**config.mk**
```make
export PLATFORM = sky130hd
export DESIGN_NAME = serial_word_formatter
export DESIGN_NICKNAME = d
export VERILOG_FILES = /design/src/rtl/sfmt_pkg.sv /design/src/rtl/sfmt_slot_timer.sv /design/src/rtl/sfmt_word_latch.sv /design/src/rtl/sfmt_line_decode.sv /design/src/rtl/serial_word_formatter.sv
export SDC_FILE = /design/constraint.sdc
export NUM_CORES = 1
export LEC_CHECK = 0
export BUFFER_PORTS_ARGS = -buffer_cell sky130_fd_sc_hd__buf_2
export CORE_ASPECT_RATIO = 1.1
export CORE_MARGIN = 2
export CORE_UTILIZATION = 35
export DETAILED_ROUTE_END_ITERATION = 8
export RECOVER_POWER = 25
export SYNTH_ARGS = -nofsm -noshare
export SYNTH_HDL_FRONTEND = slang
export SYNTH_HIERARCHICAL = 1
export SYNTH_SLANG_ARGS = --single-unit
```
**constraint.sdc**
```tcl
create_clock -name clk -period 6.6 [get_ports clk]
set_input_delay 0.33 -clock clk [delete_from_list [all_inputs] [get_ports clk]]
set_output_delay 0.33 -clock clk [all_outputs]
set_load 0.05 [all_outputs]
```
**src/rtl/sfmt_pkg.sv**
```systemverilog
package sfmt_pkg;

  typedef struct packed {
    logic [1:0] len_code;
    logic       lsb_first;
    logic       invert;
    logic [2:0] phase;
  } fmt_cfg_t;

  // Word length in slots for a length code.
  function automatic int unsigned word_len(int unsigned sample_w, int unsigned code);
    return sample_w - 2 * code;
  endfunction

  // Tick on which the data-clock indicator rises: 90 deg plus 60 deg per code.
  function automatic int unsigned clk_offset(int unsigned ticks, int unsigned code);
    return (ticks / 4 + code * (ticks / 6)) % ticks;
  endfunction

  // Sample bit sent in a given slot.
  function automatic int unsigned bit_index(int unsigned sample_w, int unsigned len,
                                            bit lsb_first, int unsigned slot);
    if (lsb_first) return sample_w - len + slot;
    return sample_w - 1 - slot;
  endfunction

endpackage

```
**src/rtl/sfmt_slot_timer.sv**
```systemverilog
module sfmt_slot_timer #(
  parameter int TICKS = 12,
  parameter int TICK_W = 4,
  parameter int CNT_W = 4
) (
  input  logic              clk,
  input  logic              rst_n,
  input  logic [CNT_W-1:0]  len,
  output logic [TICK_W-1:0] tick_q,
  output logic [CNT_W-1:0]  slot_q,
  output logic              word_end
);
  localparam logic [TICK_W-1:0] LAST_TICK = TICK_W'(TICKS - 1);

  logic slot_end;
  assign slot_end = (tick_q == LAST_TICK);
  assign word_end = slot_end && (slot_q == len - CNT_W'(1));

  always_ff @(posedge clk) begin
    if (!rst_n) begin
      tick_q <= '0;
      slot_q <= '0;
    end else if (slot_end) begin
      tick_q <= '0;
      slot_q <= word_end ? '0 : slot_q + CNT_W'(1);
    end else begin
      tick_q <= tick_q + TICK_W'(1);
    end
  end
endmodule

```
**src/rtl/sfmt_word_latch.sv**
```systemverilog
module sfmt_word_latch #(
  parameter int SAMPLE_W = 14
) (
  input  logic                 clk,
  input  logic                 rst_n,
  input  logic [SAMPLE_W-1:0]  sample_i,
  input  logic                 valid_i,
  input  sfmt_pkg::fmt_cfg_t   cfg_i,
  input  logic                 word_end,
  output logic [SAMPLE_W-1:0]  word_q,
  output sfmt_pkg::fmt_cfg_t   cfg_q
);
  logic [SAMPLE_W-1:0] hold_q;

  always_ff @(posedge clk) begin
    if (!rst_n) begin
      hold_q <= '0;
      word_q <= '0;
      cfg_q  <= '0;
    end else begin
      if (valid_i) hold_q <= sample_i;
      if (word_end) begin
        word_q <= valid_i ? sample_i : hold_q;
        cfg_q  <= cfg_i;
      end
    end
  end
endmodule

```
**src/rtl/sfmt_line_decode.sv**
```systemverilog
module sfmt_line_decode #(
  parameter int SAMPLE_W = 14,
  parameter int TICKS = 12,
  parameter int TICK_W = 4,
  parameter int CNT_W = 4
) (
  input  logic [SAMPLE_W-1:0] word,
  input  logic                lsb_first,
  input  logic                invert,
  input  logic [CNT_W-1:0]    len,
  input  logic [TICK_W-1:0]   off,
  input  logic [CNT_W-1:0]    slot,
  input  logic [TICK_W-1:0]   tick,
  output logic                dout_o,
  output logic                frame_o,
  output logic                dclk_o
);
  localparam int IDX_W = $clog2(SAMPLE_W);

  logic [IDX_W-1:0] idx;
  int unsigned      rel;

  always_comb begin
    idx     = IDX_W'(sfmt_pkg::bit_index(SAMPLE_W, 32'(len), lsb_first, 32'(slot)));
    dout_o  = word[idx] ^ invert;
    frame_o = (32'(slot) < (32'(len) / 2));
    rel     = (32'(tick) + TICKS - 32'(off)) % TICKS;
    dclk_o  = (rel < TICKS / 2);
  end
endmodule

```
**src/rtl/serial_word_formatter.sv**
```systemverilog
module serial_word_formatter #(
  parameter int SAMPLE_W = 14,
  parameter int TICKS_PER_SLOT = 12
) (
  input  logic                clk,
  input  logic                rst_n,
  input  logic [SAMPLE_W-1:0] sample_i,
  input  logic                sample_valid_i,
  input  logic [1:0]          len_code_i,
  input  logic                lsb_first_i,
  input  logic                invert_i,
  input  logic [2:0]          phase_code_i,
  output logic                dout_o,
  output logic                frame_o,
  output logic                dclk_o
);
  localparam int TICK_W = $clog2(TICKS_PER_SLOT);
  localparam int CNT_W  = $clog2(SAMPLE_W + 1);

  sfmt_pkg::fmt_cfg_t  cfg_in;
  sfmt_pkg::fmt_cfg_t  cfg_act;
  logic [SAMPLE_W-1:0] word_act;
  logic [TICK_W-1:0]   tick_q;
  logic [CNT_W-1:0]    slot_q;
  logic                word_end;
  logic [CNT_W-1:0]    len_act;
  logic [TICK_W-1:0]   off_act;

  assign cfg_in  = '{len_code: len_code_i, lsb_first: lsb_first_i,
                     invert: invert_i, phase: phase_code_i};
  assign len_act = CNT_W'(sfmt_pkg::word_len(SAMPLE_W, 32'(cfg_act.len_code)));
  assign off_act = TICK_W'(sfmt_pkg::clk_offset(TICKS_PER_SLOT, 32'(cfg_act.phase)));

  sfmt_slot_timer #(.TICKS(TICKS_PER_SLOT), .TICK_W(TICK_W), .CNT_W(CNT_W)) u_timer (
    .clk(clk), .rst_n(rst_n), .len(len_act),
    .tick_q(tick_q), .slot_q(slot_q), .word_end(word_end)
  );

  sfmt_word_latch #(.SAMPLE_W(SAMPLE_W)) u_latch (
    .clk(clk), .rst_n(rst_n), .sample_i(sample_i), .valid_i(sample_valid_i),
    .cfg_i(cfg_in), .word_end(word_end), .word_q(word_act), .cfg_q(cfg_act)
  );

  sfmt_line_decode #(.SAMPLE_W(SAMPLE_W), .TICKS(TICKS_PER_SLOT),
                     .TICK_W(TICK_W), .CNT_W(CNT_W)) u_decode (
    .word(word_act), .lsb_first(cfg_act.lsb_first), .invert(cfg_act.invert),
    .len(len_act), .off(off_act), .slot(slot_q), .tick(tick_q),
    .dout_o(dout_o), .frame_o(frame_o), .dclk_o(dclk_o)
  );
endmodule

```
# Yosys cells after proc, flatten, opt, wreduce, memory -nomap -nowiden
# Index checks and enable logic that the tools add are counted.
[totals]
register_bits = 43
latchBits = 0
mem_bits_rw = 0
rom_bits = 0
input_bits = 24
out_inout_bits = 3
elab_cells = 36
memories = 0
[op_classes]
n_addsub = 10
multipliers = 0
div_mod_pow = 2
magnitude_cmp = 3
n_eq_ne = 2
shift = 0
n_mux = 7
bitwise = 2
n_reduce_logical = 2
[op_table]
columns = ["operator", "n"]
rows = [
  ["32-bit by 4-bit remainder unit with 32-bit output (second input constant)", 2],
  ["32-bit by 3-bit < comparator with 1-bit output (second input constant)", 1],
  ["32-bit by 4-bit subtractor with 32-bit output", 1],
  ["14-bit two-way mux", 1],
  ["4-bit two-way mux", 3],
  ["4-bit by 1-bit adder with 4-bit output (second input constant)", 2],
  ["4-bit subtractor (first input constant)", 2],
  ["2-bit by 4-bit adder with 5-bit output (first input constant)", 1],
  ["4-bit by 4-bit adder with 5-bit output (second input constant)", 1],
  ["4-bit by 5-bit < comparator with 1-bit output (second input constant)", 1],
  ["4-bit adder", 1],
  ["1-bit binary-select mux with 4-bit select", 1],
  ["4-bit == test", 1],
  ["4-bit == test (second input constant)", 1],
  ["4-bit by 3-bit < comparator with 1-bit output", 1],
  ["4-bit by 1-bit subtractor with 4-bit output (second input constant)", 1],
  ["4-bit by 3-bit subtractor with 4-bit output (first input constant)", 1],
  ["1-bit two-way mux", 2],
  ["2-bit OR reduction", 1],
  ["1-bit logical AND", 1],
  ["1-bit NOT", 1],
  ["1-bit XOR", 1],
]

# Logic depth before layout (Yosys ltp)
# Gate-level depths: netlist (run 1).
[logic_depth]
word_depth = 8
depth_mapped = 16
ltp_nobuf = 16

# Modules after synthesis
# Netlist (run 1), hierarchy kept.
[by_module_without_submodules]
columns = ["mod", "instances", "cells_per_inst", "area_per_inst_um2", "seq_area_each_um2"]
rows = [
  ["sfmt_word_latch", 1, 114, 1260.0, 700.7],
  ["sfmt_line_decode", 1, 115, 859.6, 0.0],
  ["sfmt_slot_timer", 1, 50, 460.4, 160.2],
  ["serial_word_formatter", 1, 16, 127.6, 0.0],
]

# Worst setup path before layout (run 1)
# Ideal clock, no wire load.
[synth_path]
path_kind = "register to output"
start = "register u_latch/cfg_q[0] (netlist bit)"
end = "output dclk_o"
arrival_ps = 4401
t_required_ps = 6270
setup_slack_ps = 1869
path_stages_with_launch = 16
path_buffers = 0
path_cell_list = "dfxtp_1 > ha_1 > xor2_2 > ha_1 > xor2_2 > ha_1 > a21oi_1 > o21ai_1 > xor2_1 > ha_1 > inv_1 > fa_1 > and2_1 > o22ai_1 > a31oi_1 > nor4_1"
[synth_via]
elab_chain_cells = 5
[synth_lines]
columns = ["item", "line_no", "rtl"]
rows = [
  ["start: declaration", "sfmt_word_latch.sv:11", "output sfmt_pkg::fmt_cfg_t cfg_q"],
  ["start signal: assignment", "sfmt_word_latch.sv:24", "cfg_q <= cfg_i;"],
  ["2-bit by 4-bit adder with 5-bit output", "sfmt_pkg.sv:17", "return (ticks / 4 + code * (ticks / 6)) % ticks;"],
  ["32-bit by 4-bit remainder unit with 32-bit output", "sfmt_pkg.sv:17", ""],
  ["named net off_act[2]", "serial_word_formatter.sv:27", "logic [TICK_W-1:0] off_act;"],
  ["32-bit by 4-bit subtractor with 32-bit output", "sfmt_line_decode.sv:27", "rel = (32'(tick) + TICKS - 32'(off)) % TICKS;"],
  ["32-bit by 4-bit remainder unit with 32-bit output", "sfmt_line_decode.sv:27", ""],
  ["32-bit by 3-bit < comparator with 1-bit output", "sfmt_line_decode.sv:28", "dclk_o = (rel < TICKS / 2);"],
  ["end: declaration", "serial_word_formatter.sv:15", "output logic dclk_o"],
]
# The timed path passes the listed nets, and every way through them passes these cells.

# Final worst setup path (run 1)
# Ends and elaborated chain as after synthesis.

==> results of run 1 <==
-- worst max-delay path by stage --
stage / end / slack [ps]
after global placement: dclk_o / 2620
after detailed placement: dclk_o / 2540
final: dclk_o / 2180
after global routing: dclk_o / 1910
after CTS: dclk_o / 2180
after floorplan: dclk_o / 1870
-- cell type report --
cell class	instances	area, sq um	share of cell area, %
inverter	33	124	4.10
multi-input combinational	214	1650	54.7
clock buffer	6	82.6	2.74
tap	105	131	4.35
clock inverter	2	38.8	1.29
timing repair buffer	26	129	4.27
sequential	43	861	28.5
-- metal layers --
metal  vias to the layer above  GRT usage, %  routed length [microns]
met4                         0          3.85                       61
li1                       1079             -                        -
met3                         6          2.74                      170
met1                       939          17.4                     2520
met5                         -             0                        0
met2                        30          20.5                     2350
-- power by group through the flow --
stage | Clock [mW] | Combinational, mW | Sequential (mW)
2_1_floorplan | 0 | 0.0386 | 0.274
3_3_place_gp | 0 | 0.0502 | 0.274
3_5_place_dp | 0 | 0.0509 | 0.275
4_1_cts | 0.227 | 0.0512 | 0.268
5_1_grt | 0.234 | 0.0577 | 0.269
6_report | 0.218 | 0.0508 | 0.268
-- sequential cells by signal, summed over array words and instances, names as in the netlist --
signal,cells
u_latch/hold_q,14
u_timer/tick_q,4
u_latch/word_q,14
u_timer/slot_q,4
u_latch/cfg_q,7
-- cells by family after synthesis --
| kind of cell | count (synthesis) | share of synthesized area (%) |
|---|---|---|
| mux | 29 | 11.7 |
| xor+xnor | 10 | 4.90 |
| buf+inv | 45 | 8.18 |
| flops | 43 | 31.8 |
| fa+ha+maj | 22 | 10.7 |
| simple gates | 77 | 17.4 |
| compound gates | 67 | 15.0 |
| other cells | 2 | 0.277 |
-- critical path, cell delays in order (launching register included) --
cell and delay (ps):
dfxtp_1 340, ha_1 230, xor2_2 200, ha_1 250, xor2_2 190, ha_1 190
a21oi_1 110, o21ai_1 110, xor2_1 160, ha_1 280, inv_1 60, fa_1 550
or4_1 530, a311oi_1 290, nor4_1 70, buf_2 220
-- placed cells by master (no fill, tap or decap), types with 4 or more instances in the layout --
cell / count
dfxtp_1: 43
buf_2: 25
inv_1: 33
nand2_1: 6
xnor2_1: 4
nor2_1: 4
o22ai_1: 4
nand3_1: 9
a21oi_1: 19
mux2i_1: 26
a211oi_1: 4
nor2b_1: 27
and2_1: 5
o21ai_0: 23
nand2b_1: 4
conb_1: 9
ha_1: 20
clkbuf_8: 6
-- stage by stage --
step	area [sq um]	total power [mW]	setup WS (ps)	hold slack, ps
3_5_place_dp	2900	0.325	2540	502
5_1_grt	3020	0.560	1910	300
6_report	3020	0.537	2180	294
4_1_cts	3020	0.547	2180	295
3_3_place_gp	2900	0.325	2620	489
2_1_floorplan	2730	0.313	1870	452
==> flow_summary.yaml, run 1 <==
power_and_ir_drop:
  p_clk_share_pct: 40.6
  switchingPower_mw: 0.123
  pwr-share-seq_pct: 50.0
  ir_drop_mv: 0.115
  comb_power_share_pct: 9.5
  p_leak_nw: 1.31
  p_sw_share_pct: 22.9
  p_per_area_mw_per_mm2: 178
  p_int_mw: 0.414
cts:
  cts_hold_buffers: 0
  cts_htree_levels: 2
  cts_tree: "yes"
  clk_pin_slew_ps: 90
  clock-sinks: 43
  cts_setup_buffers: 0
  post_cts_resized: 0
  clock_latency_ps: 300
  root_buffer: "clkbuf_8"
  numCtsBuffers: 5
  cts_buffer_depth: 2
grt:
  grt_max_degree: 43
  grt.overflow.total: 0
  antenna_found_initial: 0
  grt_usage_pct: 12.8
  grt_pass1_vias: 1888
  grt_pass1_wl_microns: 8590
critical_path:
  r2r_cells: 5
  critical_path_class: "reg -> out"
  worstPathArrival_ps: 4090
  worstPathMaxFanout: 6
  worstSetupStartpoint: "u_latch/cfg_q[0]$_SDFFE_PN0P_"
  crit-reg2reg-capture: "u_latch/cfg_q[2]$_SDFFE_PN0P_"
  critPathRequiredTime_ps: 6270
  r2r-start: "u_timer/slot_q[2]$_SDFFE_PN0P_"
  start_kind: "flop"
  critical_path.endpoint_type: "output port"
  r2r_slack_ps: 4480
route:
  num_vias: 2054
  wire_per_inst_microns: 11.9
  drt_wl_total_microns: 5110
  vias_per_cell: 4.79
  first_pass_iters: 4
  drtIter0Drc: 67
  drc: 0
  ant_nets: 0
worst_hold_path:
  min_to: "u_latch/cfg_q[4]$_SDFFE_PN0P_"
  hold_path.class: "in -> reg"
  min_from: "lsb_first_i"
  min_path_cells: 3
synthesis:
  ys_top_cells_by_area: "dfxtp_1 32%, mux2i_1 9.6%, ha_1 9.2%"
  yosys-top-cells-count: "43 x dfxtp_1, 33 x inv_1, 27 x nor2b_1"
  synth_area_per_cell_sq_um: 9.18
  netlist_area_sq_mm: 0.00271
  synth_most_common_cell: "dfxtp_1"
  yosysWarnings: 6
  synth-edff-count: 0
  syn_inst: 295
  synth-seq-area-share_pct: 31.8
  synth_cell_type_count: 53
  synth_top_area_share_pct: 31.8
  async_flop_share_pct: 0
  ys_ff_latch: 43
  ys.flop_type: "dfxtp_1"
  yosysTopAreaCell: "dfxtp_1"
sta:
  setup_viol: 0
  fin_skew_ps: 6.77
  min_period_ps: 4420
  setup_tns_ps: 0
  relSlewSlack_pct: 33.5
  rsz0062_at_grt: "false"
  max_clock_freq_ghz: 0.226
  drv_slew: 0
  tightest_slew_ps: 998
  timing.final.crit_share_pct: 66.9
  timing.final.hold_violations: 0
floorplanning:
  initial_core_util_pct: 36.2
  fp.dieW_microns: 87.9
  die_area_sq_mm: 0.00846
  die_h_microns: 96.2
  io_pins: 27
  row_count: 33
  core_area_sq_mm: 0.00747
final_layout:
  fillers: 765
  drive_above_1_share_pct: 13.9
  finalNonFillerCells: 429
  area_growth_pct: 11.5
  final_core_util_pct: 40.4
  num_antenna_cells: 0
  final_nets: 369
placement:
  place_inst: 421
  dp_hpwl_microns: 3750
  portBuffers: 26
  place_congestion: 0.800
outcome:
  status: "complete, no violations"
flow_run:
  maxCapViolations: 0
Power figures use the tool's default switching activity.
==> run 2, diff against run 1 <==
ABC_AREA = 1   (was not set)
clock period = 3.75 ns   (was 6.6 ns; I/O delays follow)
==> run 2 against run 1 <==
Compared with the run above: synthesized area grew 3.7%; clock skew shrank 0.82 ps; clock power grew 53%; largest power group unchanged; combinational power grew 76%; sequential power grew 75%; sequential cell count is the same; critical endpoint unchanged; final cell count grew 36%; power grew 66%; worst setup slack lost 2000 ps; critical path depth grew 10.
==> flow_summary.yaml, run 2 <==
outcome:
  status: "complete, no violations"
worst_hold_path:
  min_from: "len_code_i[0]"
  hold_path.class: "in -> reg"
  min_path_cells: 3
  min_to: "u_latch/cfg_q[5]$_SDFFE_PN0P_"
grt:
  grt_usage_pct: 14.4
  grt_max_degree: 39
  grt_pass1_wl_microns: 10200
  antenna_found_initial: 0
  grt_pass1_vias: 2396
  grt.overflow.total: 0
power_and_ir_drop:
  p_per_area_mw_per_mm2: 272
  p_leak_nw: 1.71
  p_clk_share_pct: 37.3
  p_int_mw: 0.668
  p_sw_share_pct: 25.2
  comb_power_share_pct: 10.0
  ir_drop_mv: 0.134
  switchingPower_mw: 0.224
  p_total_mw: 0.892
  pwr-share-seq_pct: 52.6
sta:
  drv_slew: 0
  timing.final.crit_share_pct: 96.4
  max_clock_freq_ghz: 0.277
  setup_tns_ps: 0
  timing.final.hold_violations: 0
  relSlewSlack_pct: 56.1
  min_period_ps: 3610
  holdWs_ps: 120
  setup_viol: 0
  rsz0062_at_grt: "true"
  fin_skew_ps: 5.95
  tightest_slew_ps: 658
placement:
  portBuffers: 26
  place_inst: 569
  place_congestion: 0.827
  dp_hpwl_microns: 4140
floorplanning:
  row_count: 34
  io_pins: 27
  die_h_microns: 97.9
  die_area_sq_mm: 0.00875
  fp.dieW_microns: 89.4
  core_area_sq_mm: 0.00783
  initial_core_util_pct: 35.9
critical_path:
  r2r_cells: 13
  critPathRequiredTime_ps: 3560
  crit-reg2reg-capture: "u_latch/cfg_q[3]$_SDFFE_PN0P_"
  worstPathMaxFanout: 3
  path_buf_inv: 5
  critical_path.endpoint_type: "output port"
  r2r-start: "u_latch/cfg_q[5]$_SDFFE_PN0P_"
  slowest_stage: "fa_2"
  r2r_slack_ps: 1400
  worstPathArrival_ps: 3430
  max_stage_delay_ps: 380
  critical_path_class: "reg -> out"
  start_kind: "flop"
  crit_family: "adder cells"
final_layout:
  drive_above_1_share_pct: 17.9
  layout_commonest_cell: "nand2_1"
  reg.largest.list: "u_latch/hold_q x14, u_latch/word_q x14, u_latch/cfg_q x7"
  num_antenna_cells: 0
  finalNonFillerCells: 582
  multi_input_area_sq_mm: 0.00172
  area_growth_pct: 17.0
  final_cell_mix: "117 x nand2_1, 62 x inv_1, 58 x nor2_1"
  ff_latch_area_sq_um: 870
  fillers: 858
  final_nets: 519
synthesis:
  yosys-top-cells-count: "122 x nand2_1, 66 x inv_1, 59 x nor2_1"
  ys.flop_type: "dfxtp_1"
  yosysTopAreaCell: "dfxtp_1"
  ys_top_cells_by_area: "dfxtp_1 31%, nand2_1 16%, ha_1 8.9%"
  synth_cell_type_count: 31
  yosysWarnings: 6
  syn_inst: 435
  synth_area_per_cell_sq_um: 6.45
  synth_top_area_share_pct: 30.7
  netlist_area_sq_mm: 0.00281
  synth-edff-count: 0
  async_flop_share_pct: 0
  synth_most_common_cell: "nand2_1"
  ys_ff_latch: 43
  synth-seq-area-share_pct: 30.7
cts:
  cts_tree: "yes"
  clk_pin_slew_ps: 80
  clock-sinks: 43
  cts_buffer_depth: 2
  clock_latency_ps: 300
  root_buffer: "clkbuf_8"
  numCtsBuffers: 5
  cts_hold_buffers: 0
  cts_htree_levels: 2
route:
  drtIter0Drc: 100
  first_pass_iters: 4
  ant_nets: 0
  drc: 0
  vias_per_cell: 4.42
  drt_wl_total_microns: 5760
  num_vias: 2573
  wire_per_inst_microns: 9.90
flow_run:
  maxCapViolations: 0
[run 2: changes by cell type after synthesis, sizes merged, moves of 4 or more]
| cell | delta |
|---|---|
| xnor2 | -4 |
| nor2b | -27 |
| nor3 | -4 |
| o21ai | -12 |
| mux2i | -27 |
| nand3 | +41 |
| nand2b | -4 |
| nand2 | +123 |
| o22ai | -4 |
| nor2 | +59 |
| and2 | -6 |
| inv | +41 |
[run 2: how the worst max path moves through the flow]
| stage | end | cells after the start | start |
|---|---|---|---|
| floorplan | dclk_o | 26 | u_latch/cfg_q[0]$_SDFFE_PN0P_ |
| global route | dclk_o | 25 | u_latch/cfg_q[1]$_SDFFE_PN0P_ |
| finish | dclk_o | 25 | u_latch/cfg_q[1]$_SDFFE_PN0P_ |
| global placement | dclk_o | 27 | u_latch/cfg_q[0]$_SDFFE_PN0P_ |
| CTS | dclk_o | 27 | u_latch/cfg_q[0]$_SDFFE_PN0P_ |
| detailed placement | dclk_o | 27 | u_latch/cfg_q[0]$_SDFFE_PN0P_ |
[run 2: kinds of logic after synthesis]
kind of cell / after synthesis / synth area share [%]
buffers and inverters: 83 / 12.3
other: 2 / 0.267
XOR/XNOR: 3 / 0.936
adder cells (fa/ha/maj): 22 / 10.3
AND/OR/NAND/NOR: 252 / 39.8
AO/OA/AOI/OAI: 30 / 5.66
flip-flops: 43 / 30.7
[run 2: worst reg2reg max path: cells and delay by family (launching register included)]
| kind | cells | cell delay, ps |
|---|---|---|
| flip-flops | 1 | 330 |
| adder cells (fa/ha/maj) | 1 | 250 |
| AND/OR/NAND/NOR | 7 | 630 |
| buffers and inverters | 5 | 1050 |
[run 2: what timing repair did]
action	in CTS	in global routing
gates cloned	0	0
setup buffers	0	5
pin swaps	1	14
resized for setup	8	23
endpoints found under the setup margin	1	1
[run 2: through the flow]
step | area [sq um] | utilization [%] | worst slack (ps)
after detailed placement | 3040 | 38.8 | 84.7
after floorplan | 2840 | - | 232
final | 3290 | 42.0 | 136
after global routing | 3290 | 42.0 | -96.9
after CTS | 3180 | 40.6 | 39.5
after global placement | 3040 | 38.8 | 228
[run 2: final cells by class]
| type | instances | share of cell area (%) |
|---|---|---|
| clock buffer | 7 | 2.93 |
| timing repair buffer | 31 | 5.26 |
| multi-input combinational | 318 | 52.5 |
| sequential | 43 | 26.5 |
| tap | 108 | 4.11 |
| clock inverter | 1 | 0.228 |
| inverter | 74 | 8.53 |
[run 2: per-layer routing]
metal  vias to the layer above  GRT usage (%)  wire length [microns]
met2                        42           23.4                   2720
met4                         0           4.59                     74
li1                       1400              -                      -
met1                      1126           18.7                   2770
met3                         5           3.21                    196
met5                         -              0                      0
[run 2: power by group through the flow]
| stage | registers (mW) | logic (mW) | clock network, mW |
|---|---|---|---|
| after floorplan | 0.481 | 0.0629 | 0 |
| after global placement | 0.482 | 0.0836 | 0 |
| after detailed placement | 0.482 | 0.0849 | 0 |
| after CTS | 0.471 | 0.0886 | 0.349 |
| after global routing | 0.471 | 0.105 | 0.368 |
| final | 0.470 | 0.0896 | 0.333 |
==> run 3, diff against run 2 <==
CORE_UTILIZATION = 40   (was 35)
GPL_ROUTABILITY_DRIVEN = 0   (was not set)
SKIP_LAST_GASP = 1   (was not set)
==> run 3 against run 2 <==
Compared with the run above: register-to-register slack better by 20 ps; utilization is 3.8 points higher; power is 4.9% lower; worst setup slack hardly changed; non-clock buffer count is 5 lower; clock power is 13% lower; largest cell class unchanged.
==> flow_summary.yaml, run 3 (synthesis gave the netlist of run 2 again) <==
final_layout:
  final_nets: 514
  drive_above_1_share_pct: 15.6
  area_growth_pct: 13.0
  num_antenna_cells: 0
  layout_commonest_cell: "nand2_1"
  reg.largest.list: "u_latch/hold_q x14, u_latch/word_q x14, u_latch/cfg_q x7"
  final_cell_mix: "119 x nand2_1, 63 x inv_1, 58 x nor2_1"
  stdcell_area_sq_mm: 0.00317
critical_path:
  max_stage_delay_ps: 360
  critPathRequiredTime_ps: 3560
  path_buf_inv: 5
  slowest_stage: "dfxtp_4"
  critical_path.endpoint_type: "output port"
  critical_path_class: "reg -> out"
  worstPathMaxFanout: 5
  start_kind: "flop"
  crit_family: "adder cells"
  cp_common_cell: "nand2_1"
  worstPathArrival_ps: 3430
route:
  first_pass_iters: 4
  vias_per_cell: 4.55
  drtIter0Drc: 62
  drc: 0
  ant_nets: 0
  drt_wl_total_microns: 5580
  num_vias: 2520
  wire_per_inst_microns: 10.1
placement:
  portBuffers: 26
  postPlaceCellArea_sq_mm: 0.00301
  dp_hpwl_microns: 4100
sta:
  tightest_slew_ps: 867
  timing.final.crit_share_pct: 96.4
  min_period_ps: 3610
  rsz0062_at_grt: "true"
  drv_slew: 0
  setup_viol: 0
  timing.final.hold_violations: 0
  max_clock_freq_ghz: 0.277
  relSlewSlack_pct: 42.1
  fin_skew_ps: 7.40
  holdWs_ps: 117
cts:
  clk_pin_slew_ps: 80
  cts_tree: "yes"
  cts_htree_levels: 2
  cts_hold_buffers: 0
  clock_latency_ps: 300
  cts_setup_buffers: 0
  clock-sinks: 43
  cts_buffer_depth: 2
  root_buffer: "clkbuf_8"
  numCtsBuffers: 5
flow_run:
  maxCapViolations: 0
floorplanning:
  initial_core_util_pct: 40.5
  io_pins: 27
  die_h_microns: 91.9
  fp.dieW_microns: 83.9
  die_area_sq_mm: 0.00771
  row_count: 32
  core_area_sq_mm: 0.00693
power_and_ir_drop:
  ir_drop_mv: 0.152
  p_per_area_mw_per_mm2: 267
  p_leak_nw: 1.67
grt:
  grt_usage_pct: 15.9
  antenna_found_initial: 0
  grt_max_degree: 39
  grt_pass1_vias: 2481
  grt_pass1_wl_microns: 10200
  grt.overflow.total: 0
outcome:
  status: "complete, no violations"
worst_hold_path:
  hold_path.class: "in -> reg"
run 3: changes by cell type in the layout (fill, tap and decap cells not counted), sizes merged:
cell / delta
buf: -5
clkinv: +1
clkbuf: -1
run 3: worst paths after layout:
path | from | endpoint | slack, ps | cells past startpoint
max | u_latch/cfg_q[0]$_SDFFE_PN0P_ | dclk_o | 140 | 25
max reg2reg | u_latch/cfg_q[5]$_SDFFE_PN0P_ | u_latch/cfg_q[3]$_SDFFE_PN0P_ | 1420 | 13
min reg2reg | u_latch/hold_q[10]$_SDFF_PN0_ | u_latch/hold_q[10]$_SDFF_PN0_ | 470 | 2
min | phase_code_i[2] | u_latch/cfg_q[2]$_SDFFE_PN0P_ | 120 | 3
run 3: cell type report:
type                    count  area (sq um)
fillers                   767          3750
multi-input cells         318          1700
flip-flops and latches     43           866
inverters                  74           278
repair buffers             26           135
well taps                  85           106
clock buffers               6          72.6
clock inverters             2          12.5
run 3: report_power, final:
group          internal [mW]  switching (mW)  leakage [nW]
Clock                  0.130           0.159        0.0412
Sequential             0.466         0.00442         0.351
Combinational         0.0343          0.0544          1.28
Total                  0.631           0.218          1.67
run 3: per-layer routing:
layer	GRT usage, %	part of all wire [%]
met1	18.2	47
met5	0	0
met4	5.65	1.6
met3	3.24	3.2
met2	29.2	48
run 3: worst min-delay path: cells and delay by family:
family                 cells  cell delay (ps)
and+or+nand+nor            2              110
buffers and inverters      1               70
run 3: what timing repair did:
action	4_1_cts	5_1_grt
gates cloned	0	0
setup endpoints to repair	1	1
pin swaps	1	14
resized for setup	8	14
run 3: through the flow:
stage | std cells | power [mW] | setup WS (ps) | setup TNS [ps] | util, %
finish | 554 | 0.848 | 136 | 0 | 45.8
global placement | 546 | 0.565 | 230 | 0 | 43.4
global route | 554 | 0.901 | -68.2 | -68.2 | 45.8
floorplan | 444 | 0.544 | 232 | 0 | -
CTS | 554 | 0.864 | 4.26 | 0 | 45.1
detailed placement | 546 | 0.567 | 64.3 | 0 | 43.4
